--- src/rtl/div_occupancy.sv ---
module div_occupancy #(
  parameter int HOLD32   = 32,
  parameter int HOLD64   = 64,
  parameter int LEAD     = 4,
  parameter int HILO_GAP = 4,
  parameter int MUL_WB   = 7
) (
  input  logic clk,
  input  logic rst,
  input  logic div32_req_i,
  input  logic div64_req_i,
  input  logic mul32_req_i,
  input  logic mul64_req_i,
  input  logic hilo_rd_i,
  input  logic hilo_wr_i,
  output logic div_stall_o,
  output logic mul_stall_o,
  output logic hilo_stall_o,
  output logic div_done_o,
  output logic lo_wr_o,
  output logic hi_wr_o
);
  localparam int HMAX = (HOLD64 > HOLD32) ? HOLD64 : HOLD32;
  localparam int CW   = $clog2(LEAD + HMAX + HILO_GAP + 1);
  localparam logic [CW-1:0] LOAD32  = CW'(LEAD + HOLD32 + HILO_GAP);
  localparam logic [CW-1:0] LOAD64  = CW'(LEAD + HOLD64 + HILO_GAP);
  localparam logic [CW-1:0] OPEN_AT = CW'(LEAD + HILO_GAP + 1);
  localparam logic [CW-1:0] DONE_AT = CW'(HILO_GAP + 1);
  localparam logic [CW-1:0] WR_AT   = CW'(1);

  logic ptr, mul64_blk;
  logic [1:0] slot_busy, slot_live, slot_done, slot_wr;
  logic [MUL_WB-1:0] sh32;
  logic [MUL_WB:0]   sh64;

  wire div_req   = div32_req_i | div64_req_i;
  wire div_go    = div_req & ~(|slot_busy);
  wire [CW-1:0] div_load = div64_req_i ? LOAD64 : LOAD32;
  wire in_flight = |slot_live;
  wire mul_req   = mul32_req_i | mul64_req_i;
  wire mul_hold  = in_flight | mul64_blk;
  wire mul_go    = mul_req & ~mul_hold;
  wire div_wr    = |slot_wr;

  for (genvar s = 0; s < 2; s++) begin : g_slot
    logic [CW-1:0] cnt;
    always_ff @(posedge clk) begin
      if (rst)                          cnt <= '0;
      else if (div_go && ptr == 1'(s))  cnt <= div_load;
      else if (cnt != '0)               cnt <= cnt - 1'b1;
    end
    assign slot_busy[s] = cnt > OPEN_AT;
    assign slot_live[s] = cnt != '0;
    assign slot_done[s] = cnt == DONE_AT;
    assign slot_wr[s]   = cnt == WR_AT;
  end

  always_ff @(posedge clk) begin
    if (rst) begin
      ptr       <= 1'b0;
      mul64_blk <= 1'b0;
      sh32      <= '0;
      sh64      <= '0;
    end else begin
      ptr       <= ptr ^ div_go;
      mul64_blk <= mul_go & mul64_req_i;
      sh32      <= {sh32[MUL_WB-2:0], mul_go & ~mul64_req_i};
      sh64      <= {sh64[MUL_WB-1:0], mul_go &  mul64_req_i};
    end
  end

  assign div_stall_o  = div_req & ~div_go;
  assign mul_stall_o  = mul_req & mul_hold;
  assign hilo_stall_o = (hilo_rd_i | hilo_wr_i) & in_flight;
  assign div_done_o   = |slot_done;
  assign lo_wr_o      = sh32[MUL_WB-1] | sh64[MUL_WB-1] | div_wr;
  assign hi_wr_o      = sh32[MUL_WB-1] | sh64[MUL_WB]   | div_wr;
endmodule

--- config.mk ---
export PLATFORM = sky130hd
export DESIGN_NAME = div_occupancy
export DESIGN_NICKNAME = d
export VERILOG_FILES = /design/src/rtl/div_occupancy.sv
export SDC_FILE = /design/constraint.sdc
export NUM_CORES = 1
export LEC_CHECK = 0
export BUFFER_PORTS_ARGS = -buffer_cell sky130_fd_sc_hd__buf_2
export CORE_MARGIN = 3
export CORE_UTILIZATION = 58
export CTS_CLUSTER_SIZE = 40
export DETAILED_ROUTE_END_ITERATION = 7
export GPL_TIMING_DRIVEN = 1
export PLACE_DENSITY = 0.79
export SLEW_MARGIN = 25
export SYNTH_ARGS = -nofsm -noshare
export SYNTH_HDL_FRONTEND = slang
export SYNTH_SLANG_ARGS = --single-unit
--- constraint.sdc ---
create_clock -name clk -period 3.75 [get_ports clk]
set_input_delay 0.375 -clock clk [delete_from_list [all_inputs] [get_ports clk]]
set_output_delay 0.375 -clock clk [all_outputs]
set_load 0.005 [all_outputs]
## After elaboration in Yosys (flattened, before gate mapping)

Index checks and enable logic that the tools add are counted.

- Word-level logic and storage cells: 50
- Output and inout bits: 6
- Register bits: 31

- Reductions and logical operators: 10
- Bitwise logic cells: 21
- Magnitude comparators: 2
- Equal/unequal tests: 4
- Add/subtract/negate cells: 2
- Muxes and demuxes: 5

Operators with widths:

| operator | count |
|---|---|
| 7-bit 2-to-1 mux | 5 |
| 7-bit by 1-bit == test with 1-bit output, second input constant | 2 |
| 7-bit by 3-bit == test with 1-bit output, second input constant | 2 |
| 7-bit by 4-bit > comparator with 1-bit output, second input constant | 2 |
| 7-bit nonzero test | 2 |
| 7-bit by 1-bit subtractor with 7-bit output, second input constant | 2 |
| 1-bit OR | 8 |
| 2-bit OR reduction | 4 |
| 1-bit bitwise AND | 7 |
| 1-bit inverter | 5 |
| 2-bit nonzero test | 2 |
| 1-bit logical AND | 2 |
| 1-bit XOR | 1 |

## Logic depth before layout (Yosys ltp)

Gate-level depths: netlist of the first run.

- Depth after elaboration: 6
- Gate-level depth with buffers: 11
- Depth with buffers taken out: 10

## Worst setup path after synthesis of the first run

OpenSTA, ideal clock, no wires.

- Path type: flip-flop to flip-flop
- Start point: register g_slot[0].cnt[0]
- End point: register g_slot[1].cnt[6]
- Path slack: 1929 ps
- Stages on the path, launching flop included: 11
- Path buffers: 1
- Period minus slack after synthesis: 1821 ps
- Data arrival time: 1703 ps
- Path through: dfxtp_1 > ha_1 > o21ba_2 > o21ai_0 > nand4_1 > nor2_1 > ha_1 > clkbuf_1 > nand2b_1 > nand2b_1 > a21oi_1

- Word-level cells in the longest chain between the ends: 6
- Elaborated cells between the ends (all ways): 7
- Those cells by class: 1 x order compare; 1 x mux; 2 x bitwise; 3 x reduce/logical

Ends and longest elaborated chain:

| what | line | text |
|---|---|---|
| start: declaration | 46 | `logic [CW-1:0] cnt;` |
| start signal: assignment | 49 | `else if (div_go && ptr == 1'(s)) cnt <= div_load;` |
| start signal: assignment | 50 | `else if (cnt != '0) cnt <= cnt - 1'b1;` |
| 7-bit by 4-bit > comparator with 1-bit output (*) | 52 | `assign slot_busy[s] = cnt > OPEN_AT;` |
| 2-bit OR reduction (*) | 37 | `wire div_go = div_req & ~(\|slot_busy);` |
| 1-bit inverter (*) | 37 |  |
| 1-bit bitwise AND (*) | 37 |  |
| 1-bit logical AND (*) | 49 |  |
| 7-bit 2-to-1 mux or 2-bit nonzero test (tied branches) | n/a |  |
| end signal: assignment | 49 |  |
| end signal: assignment | 50 |  |
| end: declaration | 46 |  |

Every way passes the cells marked *; elsewhere a longest branch is shown, timed or not.
A chain may end at the register's enable or synchronous reset.

## Worst setup path after layout of the first run

- Start point: register g_slot[1].cnt[1]
- End point: output hi_wr_o

- Word-level cells in the longest chain between the ends: 3

Ends and longest elaborated chain:

| what | line | text |
|---|---|---|
| 7-bit by 1-bit == test with 1-bit output | 55 | `assign slot_wr[s] = cnt == WR_AT;` |
| 2-bit OR reduction | 43 | `wire div_wr = \|slot_wr;` |
| 1-bit OR | 77 | `assign hi_wr_o = sh32[MUL_WB-1] \| sh64[MUL_WB] \| div_wr;` |
| end: declaration | 21 | `output logic hi_wr_o` |

No other way between the ends.

==> out/qor.yml, run 1 <==
buffer_ports.inserted: 13
mostFrequentLayoutCell: "dfxtp_1"
rsz0062_at_grt: "false"
layout-drive-gt1-share_pct: 21.74
worst_slew_pin_slew_ps: 572.6
final_period_minus_worst_setup_slack_ps: 2222
timing.critical_path.to_type: "output port"
worst_r2r_endpoint: "g_slot[0].cnt[5]$_SDFFE_PP0P_"
net_switching_power_mw: 0.5936
area_delta_synth_final_pct: 8.595
clock_tree.root_cell: "clkbuf_4"
power-per-cell-area_nw_per_um2: 912.6
synth_edf_count: 0
path_class: "reg2out"
die_height_um: 55.09
drv.max_cap_violation_count: 0
cts_num_sinks: 30
synthesis.instances: 146
dr_total_vias: 1038
ctsLongestPathBuffers: 2
worstSetupStartpointType: "flip-flop"
timing.critical_path.fanout_max: 5
timing.critical_path.arrival_ps: 1850
io_pins: 14
yosys_warnings: 0
route.final.wire_length_um: 2574
floorplan.initialDensity_pct: 61.99
largest_net_degree_at_the_start_of_global_routing: 31
drc: 0
final_clock_period_utilization_by_the_worst_path_pct: 59.25
worstHoldStart: "mul64_req_i"
fill_cells: 206
power.internal_mw: 0.7914
post-layout-total-power_mw: 1.385
detail_route.vias_per_cell: 5.492
multi_input_area_um2: 739.5
clk_pin_slew_ps: 90
cts.hold.buffers_added: 0
synth_cell_type_count: 38
min_path_type: "in2reg"
min_delay_path_depth: 2
max_freq_mhz: 450.1
slew_headroom_pct: 61.83
rows: 17
core_area_um2: 2255
clock_tree.htree_level_count: 2
r2r_start: "g_slot[0].cnt[0]$_SDFFE_PP0P_"
hold_viol_final: 0
leakagePower_nw: 0.6498
gp_congestion: 0.8286
ff_latch_area_um2: 600.6
grt_pass1_vias: 958
comb_power_share_pct: 51.5
ir_drop_v: 0.0006322
antenna_cells: 0
synth-main-ff-cell: "dfxtp_1"
antenna_found_initial: 0
total_clock_buffers_created_by_cts: 5
tritoncts: "yes"
final_antenna_net_count: 0
die_area_um2: 3035
drt_iter0_markers: 33
syn_area_per_cell_um2: 9.573
synth_async_sr_flop_share_pct: 0
setup_total_negative_slack_ps: 0
layout_skew_ps: 3.153
worstSetupStartpoint: "g_slot[1].cnt[1]$_SDFFE_PP0P_"
worst_r2r_path_depth: 9
share_seq_of_total_power_pct: 36.0
drtPass1Iterations: 4
net_total_in_the_final_layout: 177
worst_hold_path.endpoint: "sh64[0]$_SDFF_PP0_"
post_synthesis_register_bit_count: 30
critical_path_required_ps: 3380
finish.instance_area_um2: 1518
mappedNetlistArea_um2: 1398
postCtsResizedCells: 0
first_pass_grt_wire_length_um: 4326
hpwl_um: 1856
grtUsageTotal_pct: 20.76
placed_cell_area_um2: 1470
mostFrequentLayoutCells: "30 x dfxtp_1, 16 x nor2_1, 14 x nor2b_1"
mappedNetlistNets: 162
r2r_setup_slack_ps: 1670
clkLatencyLatePin_ps: 330
clock_power_share_pct: 12.5
outcome: "complete, no violations"
setup_violations: 0
p_sw_share_pct: 42.86
grt_overflow_total: 0
routed_len_inst_um: 13.62
die_width_um: 55.09
postCtsSetupBuffers: 0
ys_seq_area_share_pct: 42.97
final_max_slew_viol_count: 0
-- metal layers --
metal	up-vias	wire, µm	track usage (%)
li1	528	-	-
met1	480	1177	23.93
met2	22	1213	33.66
met3	8	127	8.043
met4	0	55	9.717
met5	-	0	0
-- final cells by class --
type | instances | share of cell area (%)
inverters | 8 | 1.979
well taps | 28 | 2.308
clock buffers | 5 | 2.473
repair buffers | 13 | 4.287
clock inverters | 2 | 0.6595
multi-input cells | 103 | 48.72
flip-flops and latches | 30 | 39.57
-- power by group through the flow --
stage | clock network (mW) | logic, mW | registers, mW
4_1_cts | 0.181 | 0.718 | 0.497
2_1_floorplan | 0 | 0.598 | 0.468
5_1_grt | 0.197 | 0.815 | 0.513
3_3_place_gp | 0 | 0.699 | 0.496
3_5_place_dp | 0 | 0.712 | 0.504
6_report | 0.174 | 0.713 | 0.499
-- sequential cells by signal, summed over array words and instances, names as in the netlist --
register,flops
sh32,7
g_slot.cnt,14
sh64,8
ptr,1
-- metrics by stage --
stage	hold WS, ps	instances	utilization [%]	setup slack, ps
floorplan	413.8	146	-	1929
global placement	417.1	182	65.21	1788
detailed placement	425.8	182	65.21	1696
CTS	264.7	189	67.31	1501
global route	280.9	189	67.31	1406
finish	282.9	189	67.31	1528
-- kinds of logic (layout without fill, tap and decap cells) --
group	after synthesis	count (layout)	share of synthesized area, %
buffers and inverters	13	28	4.118
muxes	2	2	1.432
DFF	30	30	42.97
xor gates and xnor gates	8	8	5.013
and+or+nand+nor	65	65	27.04
AOI/OAI and AO/OA	20	20	12.26
adders and majority gates	8	8	7.162
-- worst max-delay path by stage --
| stage | slack (ps) | endpoint | cells after the start |
|---|---|---|---|
| floorplan | 1930 | g_slot[1].cnt[6]$_SDFFE_PP0P_ | 10 |
| global placement | 1790 | g_slot[0].cnt[5]$_SDFFE_PP0P_ | 9 |
| detailed placement | 1700 | g_slot[0].cnt[5]$_SDFFE_PP0P_ | 9 |
| CTS | 1500 | hi_wr_o | 6 |
| global route | 1410 | lo_wr_o | 6 |
| finish | 1530 | hi_wr_o | 6 |
-- worst max-delay path: stages (launching register included) --
cell,delay [ps]
dfxtp_1,420
inv_1,110
ha_1,220
and3_1,170
a311oi_1,370
nand2b_1,90
buf_2,130
-- Yosys cell counts, types with 2 or more instances --
| cell | count | share of area (%) |
|---|---|---|
| dfxtp_1 | 30 | 43 |
| nor2_1 | 16 | 4.3 |
| nor2b_1 | 14 | 6.3 |
| ha_1 | 8 | 7.2 |
| inv_1 | 8 | 2.1 |
| nand2_1 | 7 | 1.9 |
| nor3_1 | 6 | 2.1 |
| a21oi_1 | 5 | 1.8 |
| nand2b_1 | 4 | 1.8 |
| nor3_2 | 4 | 2.9 |
| xnor2_1 | 4 | 2.5 |
| xor2_1 | 4 | 2.5 |
| a2111oi_2 | 3 | 3.2 |
| nand4_1 | 3 | 1.3 |
| a311oi_1 | 2 | 1.3 |
| and3_1 | 2 | 0.90 |
| clkbuf_1 | 2 | 0.54 |
| mux2i_1 | 2 | 1.4 |
| nand3_2 | 2 | 1.4 |
| o21ba_2 | 2 | 1.4 |
No activity file was read; power rests on OpenSTA's default activity.
==> inputs of run 2 (changes only) <==
Settings changed: ABC_AREA set to 1, CORE_UTILIZATION 58 to 52, PLACE_DENSITY 0.79 to 0.74.
Clock period 3.75 ns to 1.8 ns, I/O delays scaled along.
==> out/qor.yml, run 2 <==
slew_headroom_pct: 76.25  # +14 points
yosys_warnings: 0  # unchanged
area_delta_synth_final_pct: 20.00
buffer_ports.inserted: 13  # unchanged
critical-path-slowest-cell: "dfxtp_2"
synth_top_cells_by_area: "dfxtp_1 41%, nor2_1 9.7%, inv_1 9.4%, nand2_1 7.6%, ha_1 6.8%"
total_clock_buffers_created_by_cts: 5  # unchanged
timing.critical_path.to_type: "output port"
timing.critical_path.fanout_max: 4  # -1
gp_congestion: 0.9339  # +13%
critical_path.max_stage_delay_ps: 350  # -70 ps
critical-path-top-delay-family: "flip-flops"
cp_num_cells: 8  # +2
r2r_start: "g_slot[1].cnt[1]$_SDFFE_PP0P_"
final_antenna_net_count: 0  # unchanged
critical_path_required_ps: 1620  # -1760 ps
io_pins: 14  # unchanged
net_total_in_the_final_layout: 247  # +40%
hold_viol_final: 0  # unchanged
stdcell_count: 262  # +39%
mostFrequentLayoutCells: "34 x nor2_1, 34 x inv_1, 30 x nand2_1"
timing.critical_path.arrival_ps: 1570  # -280 ps
worst_r2r_endpoint: "g_slot[0].cnt[5]$_SDFFE_PP0P_"
first_pass_grt_wire_length_um: 5009  # +16%
path_class: "reg2out"
tritoncts: "yes"
synth_top_cell_by_area: "dfxtp_1"
path_buf_inv: 3  # +1
mappedNetlistArea_um2: 1476  # +5.6%
die_width_um: 59.29  # +7.6%
clock_tree.htree_level_count: 2  # unchanged
grt_overflow_total: 0  # unchanged
layout-drive-gt1-share_pct: 29.74  # +8.0 points
r2r_setup_slack_ps: 90  # -1580 ps
syn_area_per_cell_um2: 7.345  # -23%
die_height_um: 59.29  # +7.6%
worst_r2r_path_depth: 11  # +2
rows: 18  # +1
commonest_cells_in_the_netlist: "38 x nor2_1, 37 x inv_1, 30 x dfxtp_1, 30 x nand2_1, 12 x nand3_1"
largest_net_degree_at_the_start_of_global_routing: 21  # -32%
max_freq_mhz: 572.7
setup_violations: 0  # unchanged
dr_total_vias: 1317  # +27%
synthesis.instances: 201  # +38%
grt_pass1_vias: 1185  # +24%
core_area_um2: 2590  # +15%
timing.critical_path.cells: "inv_1, ha_2, nand2_2, nor2_8, nand3_4, o21ai_2, inv_2, buf_2"
top_register: "g_slot.cnt"
cts.hold.buffers_added: 0  # unchanged
final_period_minus_worst_setup_slack_ps: 1746
synth-main-ff-cell: "dfxtp_1"
synth_edf_count: 0  # unchanged
route.final.wire_length_um: 3058  # +19%
synth_cell_type_count: 25  # -34%
largest_register_ff_count: 14  # unchanged
hpwl_um: 2188  # +18%
post-layout-total-power_mw: 3.632  # +160%
place_ws_ps: 82.42  # -1613 ps
largest_registers: "g_slot.cnt x14, sh64 x8, sh32 x7"
detail_route.vias_per_cell: 5.027  # -8.5%
power-per-cell-area_nw_per_um2: 2050  # +120%
floorplan.initialDensity_pct: 57.00  # -5.0 points
min_delay_path_depth: 3  # +1
synth_top_area_share_pct: 40.68  # -2.3 points
antenna_cells: 0  # unchanged
synth_async_sr_flop_share_pct: 0  # unchanged
final_clock_period_utilization_by_the_worst_path_pct: 97.01
synthMostInstantiatedCell: "nor2_1"
drtPass1Iterations: 4  # unchanged
layout_skew_ps: 9.769  # +6.616 ps
mappedNetlistNets: 217  # +34%
post-place-cells: 246  # +35%
worst_slew_pin_slew_ps: 356.2  # -216.4 ps
ctsLongestPathBuffers: 2  # unchanged
grtUsageTotal_pct: 19.02  # -1.7 points
post_synthesis_register_bit_count: 30  # unchanged
clock_tree.root_cell: "clkbuf_4"
min_path_type: "in2reg"
drt_iter0_markers: 101  # +210%
cts_num_sinks: 30  # unchanged
final_max_slew_viol_count: 0  # unchanged
die_area_um2: 3515  # +16%
drv.max_cap_violation_count: 0  # unchanged
rsz0062_at_grt: "true"
antenna_found_initial: 0  # unchanged
drc: 0  # unchanged
clk_pin_slew_ps: 90  # about the same
ir_drop_v: 0.001371  # +120%
clkLatencyLatePin_ps: 320  # about the same
routed_len_inst_um: 11.67  # -14%
setup_total_negative_slack_ps: 0  # unchanged
ys_seq_area_share_pct: 40.68  # -2.3 points
cp-endpoint: "mul_stall_o"
leakagePower_nw: 0.8191  # +26%
worstSetupStartpoint: "g_slot[1].cnt[1]$_SDFFE_PP0P_"
post_layout_worst_setup_margin_ps: 53.86  # -1474 ps
worstSetupStartpointType: "flip-flop"
outcome: "complete, no violations"
run 2: cell types whose count changed in the layout (fill, tap and decap cells not counted), moves of 8 or more:
cell,previous run,this run
nand2_1,7,30
nand3_1,1,12
nor2_1,16,34
buf_4,0,11
nor2b_1,14,0
dfxtp_1,30,22
inv_1,8,34
dfxtp_2,0,8
run 2: metal layers:
layer | vias to the layer above | part of all wire (%) | GRT usage (%)
li1 | 677 | - | -
met4 | 0 | 2.4 | 11.65
met2 | 30 | 48 | 29.80
met3 | 8 | 4.8 | 3.922
met5 | - | 0 | 0
met1 | 602 | 45 | 23.69
run 2: report_power, final:
part           internal [mW]  total [mW]  switching [mW]
logic                  0.939        2.20            1.26
registers              0.846        1.03           0.179
clock network          0.189       0.406           0.217
total                   1.97        3.63            1.66
run 2: worst min-delay path by stage:
stage	from	to
finish	mul32_req_i	sh32[0]$_SDFF_PP0_
global route	mul32_req_i	sh32[0]$_SDFF_PP0_
CTS	mul32_req_i	sh32[0]$_SDFF_PP0_
detailed placement	sh32[2]$_SDFF_PP0_	sh32[3]$_SDFF_PP0_
global placement	sh64[5]$_SDFF_PP0_	sh64[6]$_SDFF_PP0_
floorplan	mul32_req_i	sh32[0]$_SDFF_PP0_
run 2: worst register-to-register path, delay by kind of cell (launching register included):
family / cells / cell delay, ps
AO/OA/AOI/OAI: 1 / 150
adder cells (fa/ha/maj): 2 / 430
buffers and inverters: 2 / 210
flip-flops: 1 / 350
AND/OR/NAND/NOR: 6 / 520
run 2: final cells by class:
class / instances / area, µm²
fillers: 221 / 818.3
multi-input cells: 130 / 755.7
flip-flops and latches: 30 / 610.6
repair buffers: 25 / 158.9
inverters: 39 / 148.9
clock buffers: 7 / 55.05
well taps: 30 / 37.54
clock inverters: 1 / 5.005
run 2: metrics by stage:
| step | hold WS, ps | cell area (µm²) | utilization (%) |
|---|---|---|---|
| 2_1_floorplan | 323.4 | 1476 | - |
| 3_3_place_gp | 390.7 | 1600 | 61.79 |
| 3_5_place_dp | 397.8 | 1600 | 61.79 |
| 4_1_cts | 105.4 | 1689 | 65.22 |
| 5_1_grt | 109.6 | 1772 | 68.41 |
| 6_report | 119.5 | 1772 | 68.41 |
run 2: kinds of logic (layout without fill, tap and decap cells):
family	after synthesis	count (layout)	synth area share (%)
DFF	30	30	40.68
xor gates and xnor gates	1	1	0.5933
adders and majority gates	8	8	6.780
and+or+nand+nor	103	103	34.49
AOI/OAI and AO/OA	18	18	6.949
buffers and inverters	41	72	10.51
run 2: timing repair:
| item | CTS | global route |
|---|---|---|
| resized for setup | 3 | 21 |
| setup buffers | 3 | 5 |
| pin swaps | 2 | 5 |
| endpoints found under the setup margin | 3 | 19 |
